==> src/rtl/dbg_bank_router.sv <==
module dbg_bank_router #(
  parameter int          NUM_AP  = 2,
  parameter logic [31:0] ID_CODE = 32'h1D0B_A5E1
) (
  input  logic        clk,
  input  logic        rst_n,
  input  logic        txn_valid,
  input  logic        txn_ap,
  input  logic        txn_rd,
  input  logic [1:0]  txn_addr,
  input  logic [31:0] txn_wdata,
  input  logic [31:0] ctrl_stat,
  output logic        txn_busy,
  output logic        txn_done,
  output logic [31:0] txn_rdata,
  output logic        bus_req_valid,
  input  logic        bus_req_ready,
  output logic [7:0]  bus_req_port,
  output logic [7:0]  bus_req_addr,
  output logic        bus_req_write,
  output logic [31:0] bus_req_wdata,
  input  logic        bus_rsp_valid,
  input  logic [31:0] bus_rsp_rdata
);
  localparam logic [1:0] A_ID = 2'd0, A_STAT = 2'd1, A_SEL = 2'd2, A_RBUF = 2'd3;

  typedef enum logic [1:0] {S_IDLE, S_REQ, S_RSP} st_t;

  st_t         state;
  logic [31:0] sel_q, rbuf_q, rdata_q, wdata_q;
  logic [7:0]  port_q, addr_q;
  logic        wr_q, done_q;

  wire [7:0] ap_num     = sel_q[31:24];
  wire [3:0] ap_bank    = sel_q[7:4];
  wire [3:0] dp_bank    = sel_q[3:0];
  wire       ap_present = int'(ap_num) < NUM_AP;

  logic [31:0] dp_rd;
  always_comb begin
    case (txn_addr)
      A_ID:    dp_rd = ID_CODE;
      A_STAT:  dp_rd = (dp_bank == 4'd0) ? ctrl_stat : 32'd0;
      A_SEL:   dp_rd = sel_q;
      A_RBUF:  dp_rd = rbuf_q;
      default: dp_rd = 32'd0;
    endcase
  end

  always_ff @(posedge clk or negedge rst_n) begin
    if (!rst_n) begin
      state   <= S_IDLE;
      sel_q   <= '0;
      rbuf_q  <= '0;
      rdata_q <= '0;
      wdata_q <= '0;
      port_q  <= '0;
      addr_q  <= '0;
      wr_q    <= 1'b0;
      done_q  <= 1'b0;
    end else begin
      done_q <= 1'b0;
      case (state)
        S_IDLE: if (txn_valid) begin
          if (!txn_ap) begin
            done_q  <= 1'b1;
            rdata_q <= txn_rd ? dp_rd : 32'd0;
            if (!txn_rd && txn_addr == A_SEL) sel_q <= txn_wdata;
          end else if (!ap_present) begin
            done_q  <= 1'b1;
            rdata_q <= txn_rd ? rbuf_q : 32'd0;
            if (txn_rd) rbuf_q <= '0;
          end else begin
            state   <= S_REQ;
            port_q  <= ap_num;
            addr_q  <= {ap_bank, txn_addr, 2'b00};
            wr_q    <= !txn_rd;
            wdata_q <= txn_wdata;
          end
        end
        S_REQ: if (bus_req_ready) state <= S_RSP;
        S_RSP: if (bus_rsp_valid) begin
          state  <= S_IDLE;
          done_q <= 1'b1;
          if (wr_q) rdata_q <= '0;
          else begin
            rdata_q <= rbuf_q;
            rbuf_q  <= bus_rsp_rdata;
          end
        end
        default: state <= S_IDLE;
      endcase
    end
  end

  assign txn_busy      = state != S_IDLE;
  assign txn_done      = done_q;
  assign txn_rdata     = rdata_q;
  assign bus_req_valid = state == S_REQ;
  assign bus_req_port  = port_q;
  assign bus_req_addr  = addr_q;
  assign bus_req_write = wr_q;
  assign bus_req_wdata = wdata_q;

  a_r8_req_hold: assert property (@(posedge clk) disable iff (!rst_n)
    bus_req_valid && !bus_req_ready |=> bus_req_valid && $stable(bus_req_addr)
      && $stable(bus_req_port) && $stable(bus_req_wdata) && $stable(bus_req_write));
  a_r8_busy_with_req: assert property (@(posedge clk) disable iff (!rst_n)
    bus_req_valid |-> txn_busy);
  a_r7_req_port_present: assert property (@(posedge clk) disable iff (!rst_n)
    bus_req_valid |-> int'(bus_req_port) < NUM_AP);
  a_r5_req_from_ap_txn: assert property (@(posedge clk) disable iff (!rst_n)
    $rose(bus_req_valid) |-> $past(txn_valid && txn_ap));
endmodule

==> config.mk <==
export PLATFORM = sky130hd
export DESIGN_NAME = dbg_bank_router
export DESIGN_NICKNAME = d
export VERILOG_FILES = /design/src/rtl/dbg_bank_router.sv
export SDC_FILE = /design/constraint.sdc
export NUM_CORES = 1
export LEC_CHECK = 0
export ABC_CLOCK_PERIOD_IN_PS = 2450
export BUFFER_PORTS_ARGS = -buffer_cell sky130_fd_sc_hd__buf_2
export CELL_PAD_IN_SITES_DETAIL_PLACEMENT = 1
export CELL_PAD_IN_SITES_GLOBAL_PLACEMENT = 1
export CORE_MARGIN = 2
export CORE_UTILIZATION = 30
export DETAILED_ROUTE_END_ITERATION = 10
export GPL_ROUTABILITY_DRIVEN = 0
export PLACE_DENSITY = 0.61
export SYNTH_ARGS = -nofsm -noshare
export SYNTH_HDL_FRONTEND = slang
export SYNTH_SLANG_ARGS = --single-unit
==> constraint.sdc <==
create_clock -name clk -period 2.45 [get_ports clk]
set_clock_uncertainty 0.1 [all_clocks]
set_input_delay 0.245 -clock clk [delete_from_list [all_inputs] [get_ports clk]]
set_output_delay 0.245 -clock clk [all_outputs]
set_load 0.01 [all_outputs]
==> flow_metrics.env <==
export IMPL_timing_final_max_slew_violations=0
export IMPL_main_combinational_cell_family_by_area_after_synthesis="multiplexers"
export IMPL_post_dp_hpwl_um=16300
export IMPL_synth_seq_area_share_pct=52.9
export IMPL_tritoncts_num_buffers=17
export IMPL_share_clk_of_total_power_pct=28.5
export IMPL_comb_power_share_pct=30.7
export IMPL_critical_path_cell_chain="nor4b_1, buf_4, a21bo_1, buf_4, nand2_1, buf_4, o32a_1"
export IMPL_area_growth_pct=36.8
export IMPL_area_fraction_of_the_dominant_cell_type_after_synthesis_pct=52.9
export IMPL_seqPwrFrac_pct=40.8
export IMPL_critical_path_startpoint_type="flip-flop"
export IMPL_arrival_ns=2.25
export IMPL_fin_crit_sh_pct=83.9
export IMPL_power_switching_fraction_pct=32.9
export IMPL_cap_viol_max_count=0
export IMPL_clkSlewWorstSetupHoldPaths_ns=0.06
export IMPL_core_area_um2=22600
export IMPL_tritoncts="built"
export IMPL_r2r_cells=7
export IMPL_hp_start="bus_rsp_rdata[31]"
export IMPL_drc_errors=0
export IMPL_drt_wirelength_per_cell_um=20.4
export IMPL_gate_count_post_synth=584
export IMPL_cts_htree_levels=4
export IMPL_grt_pass1_vias=6322
export IMPL_placementRows=55
export IMPL_rsz_0062_raised_after_global_routing="false"
export IMPL_numPortBuffers=186
export IMPL_synthSimpleGateAreaFrac_pct=8.08
export IMPL_avgViaCountPerCell=5.09
export IMPL_async_flop_share_pct=100
export IMPL_firstDrtPassIters=4
export IMPL_floorplan_io_pins=189
export IMPL_period_minus_slack_ns=2.06
export IMPL_floorplan_initialDensity_pct=30.5
export IMPL_max_vdd_ir_drop_v=0.000530
export IMPL_timing_final_hold_violations=0
export IMPL_groute_usage_overall_pct=19.5
export IMPL_power_internal_mw=6.28
export IMPL_synth_edf_count=0
export IMPL_worst_setup_path_type="reg2reg"
export IMPL_crit_required_ns=2.65
export IMPL_endpoint_type_of_the_worst_setup_path="flip-flop"
export IMPL_final_layout_size_suffix_gt1_share_pct=41.2
export IMPL_utilization_of_the_core_after_routing_pct=41.7
export IMPL_outcome="finished clean"
export IMPL_p_leak_nw=4.63
export IMPL_highest_fanout_seen_on_the_critical_path=17
export IMPL_max_slew_margin_rel_pct=64.6
export IMPL_worst_reg_to_reg_setup_slack_ns=0.39
export IMPL_grt_antenna_before_repair=1
export IMPL_critical_path_startpoint="sel_q[30]$_DFFE_PN0P_"
export IMPL_max_slew_worst_pin_slew_ns=0.530
export IMPL_maximum_number_of_pins_on_one_net_before_global_route_repair=45
export IMPL_post_synth_mux_area_share_pct=18.6
export IMPL_die_width_um=156
export IMPL_synth_compound_area_share_pct=14.9
export IMPL_ys_flop_type="dfrtp_1"
export IMPL_path_common_cell="buf_4"
export IMPL_fp_dieArea_um2=24300
export IMPL_grt_first_pass_wirelength_um=36000
export IMPL_synth_area_leader_cell="dfrtp_1"
export IMPL_achievable_frequency_mhz=487
export IMPL_yosys_cell_types_count=41
export IMPL_route_final_wire_length_um=23000
export IMPL_switching_power_mw=3.08
export IMPL_crit_cells=7
export IMPL_vias=5745
export IMPL_chipHeight_um=156
export IMPL_syn_area_per_cell_um2=11.8
export IMPL_cp_endpoint="txn_rdata[22]$_DFFE_PN0P_"
export IMPL_synth_adder_area_share_pct=0
export IMPL_synth_ff_latch_count=146
export IMPL_syn_area_um2=6910
export IMPL_final_net_count=935
export IMPL_yosysWarnings=0
export IMPL_post_synth_xor_area_fraction_pct=0
export IMPL_slowest_delay_ns=0.42
export IMPL_ant_nets=0
export IMPL_path_buf_inv=3
export IMPL_cell_type_group_with_the_largest_total_delay_on_the_critical_path="buffers and inverters"
export IMPL_final_setup_viol_count=0
export IMPL_powerDensity_nw_per_um2=991
export IMPL_post_synth_main_area_contributors="dfrtp_1 53%, mux2_2 14%, mux2i_1 4.6%, nand2_1 2.7%, o32a_1 2.5%"
export IMPL_timing_hold_worst_class="in2reg"
export IMPL_slowest_cell_on_the_critical_path="dfrtp_1"
export IMPL_worst_r2r_startpoint="sel_q[30]$_DFFE_PN0P_"
export IMPL_overflow=0
export IMPL_clk_latency_ns=0.42
export IMPL_cts_root_to_sink_buffers=2
export IMPL_drtIter0Drc=237
export IMPL_ctsRootBufferMaster="clkbuf_16"
export IMPL_r2r_end="txn_rdata[22]$_DFFE_PN0P_"
export IMPL_clkSinkCount=146
export IMPL_totalNegativeSetupSlack_ns=0
export IMPL_cts_post_setup_buffers_inserted=0
[registers in the layout, summed over array words and instances, names as in the netlist]
register and count:
bus_req_addr 6, bus_req_port 8, bus_req_wdata 32, bus_req_write 1, rbuf_q 32, sel_q 32, state 2, txn_done 1
txn_rdata 32
[cell usage in the layout (no fill, tap or decap), types with 2 or more instances in the layout]
cell / netlist / final
a21bo_2: 4 / 4
a21o_1: 18 / 18
a21oi_1: 17 / 17
a221oi_1: 17 / 17
a22oi_1: 16 / 16
a2bb2oi_1: 15 / 15
a32o_1: 11 / 11
and2_1: 7 / 7
buf_12: 0 / 2
buf_2: 20 / 185
buf_4: 2 / 28
bufinv_16: 0 / 3
clkbuf_1: 23 / 2
clkbuf_16: 0 / 17
clkinv_4: 0 / 2
clkinvlp_4: 0 / 5
conb_1: 1 / 2
dfrtp_1: 146 / 146
dlygate4sd3_1: 0 / 60
inv_1: 33 / 33
mux2_2: 86 / 86
mux2i_1: 32 / 32
nand2_1: 49 / 48
nand2b_1: 12 / 12
nand3_1: 23 / 22
nor2_1: 3 / 2
nor3b_4: 1 / 2
nor4_1: 2 / 2
o21ai_0: 7 / 7
o32a_1: 17 / 17
[cells in the mapped netlist (all sizes together), types with 2 or more instances]
cell,instances
a22oi,16
a2bb2oi,15
nor2b,2
a21o,18
nand2,49
a221oi,17
a32o,11
mux2i,32
inv,33
buf,27
dfrtp,146
a21bo,5
nand3,23
and2,8
or2,2
o32a,17
nand2b,12
o21ai,7
nor4b,2
mux2,86
nor4,2
a21oi,17
clkbuf,23
nor3b,3
nor2,3
[cell families after synthesis]
logic type,after synthesis
muxes,118
other,1
DFF,146
and+or+nand+nor,108
buffers and inverters,84
AOI/OAI and AO/OA,127
[final cells by class]
class	count	area, um^2
Timing Repair Buffer	276	1790
Clock inverter	12	159
Antenna cell	1	2.50
Sequential cell	146	3650
Multi-Input combinational cell	355	2930
Fill cell	2478	13200
Inverter	34	128
Clock buffer	19	433
Tap cell	285	357
[through the flow]
step	power (mW)	instances	cell area, um^2	worst slack (ns)	hold slack (ns)
floorplan	5.34	585	6910	0.528	-0.151
global placement	6.56	1036	8260	0.372	0.0994
detailed placement	6.68	1036	8260	0.362	0.107
CTS	9.46	1127	9450	0.354	0.0000275
global route	9.90	1127	9450	0.260	0.00347
finish	9.36	1128	9450	0.395	0.0133
[worst min path at each step]
stage / to / cells after the start / slack [ns]
floorplan: bus_req_addr[2]$_DFFE_PN0P_ / 0 / -0.15
global placement: rbuf_q[7]$_DFFE_PN0P_ / 1 / 0.1
detailed placement: rbuf_q[8]$_DFFE_PN0P_ / 1 / 0.11
CTS: bus_req_wdata[17]$_DFFE_PN0P_ / 2 / 0.00003
global route: sel_q[29]$_DFFE_PN0P_ / 2 / 0.003
finish: rbuf_q[31]$_DFFE_PN0P_ / 3 / 0.01
[repair_timing]
item,CTS,global route
hold endpoints to repair,124,0
hold buffers,60,0
resized for setup,0,0
[worst register-to-register path, delay by kind of cell, from the launching register on]
family	cells	cell delay [ns]
and+or+nand+nor	2	0.45
buffers and inverters	3	0.63
AOI/OAI and AO/OA	2	0.33
DFF	1	0.42
[layer usage]
metal / GRT usage (%) / up-vias / part of all wire, % / routed length, um
met5: 0 / - / 0 / 0
met1: 25.5 / 2926 / 45 / 10300
met4: 5.24 / 0 / 1.2 / 278
li1: - / 2609 / - / -
met2: 32.6 / 193 / 49 / 11200
met3: 4.31 / 17 / 5.2 / 1200
[power by group through the flow]
stage                     logic (mW)  clock network (mW)  registers [mW]
after floorplan                 1.43                   0            3.92
after global placement          2.75                   0            3.81
after detailed placement        2.82                   0            3.86
after CTS                       2.91                2.72            3.83
after global routing            3.14                2.83            3.93
final                           2.88                2.67            3.82
Power figures use the tool's default switching activity.
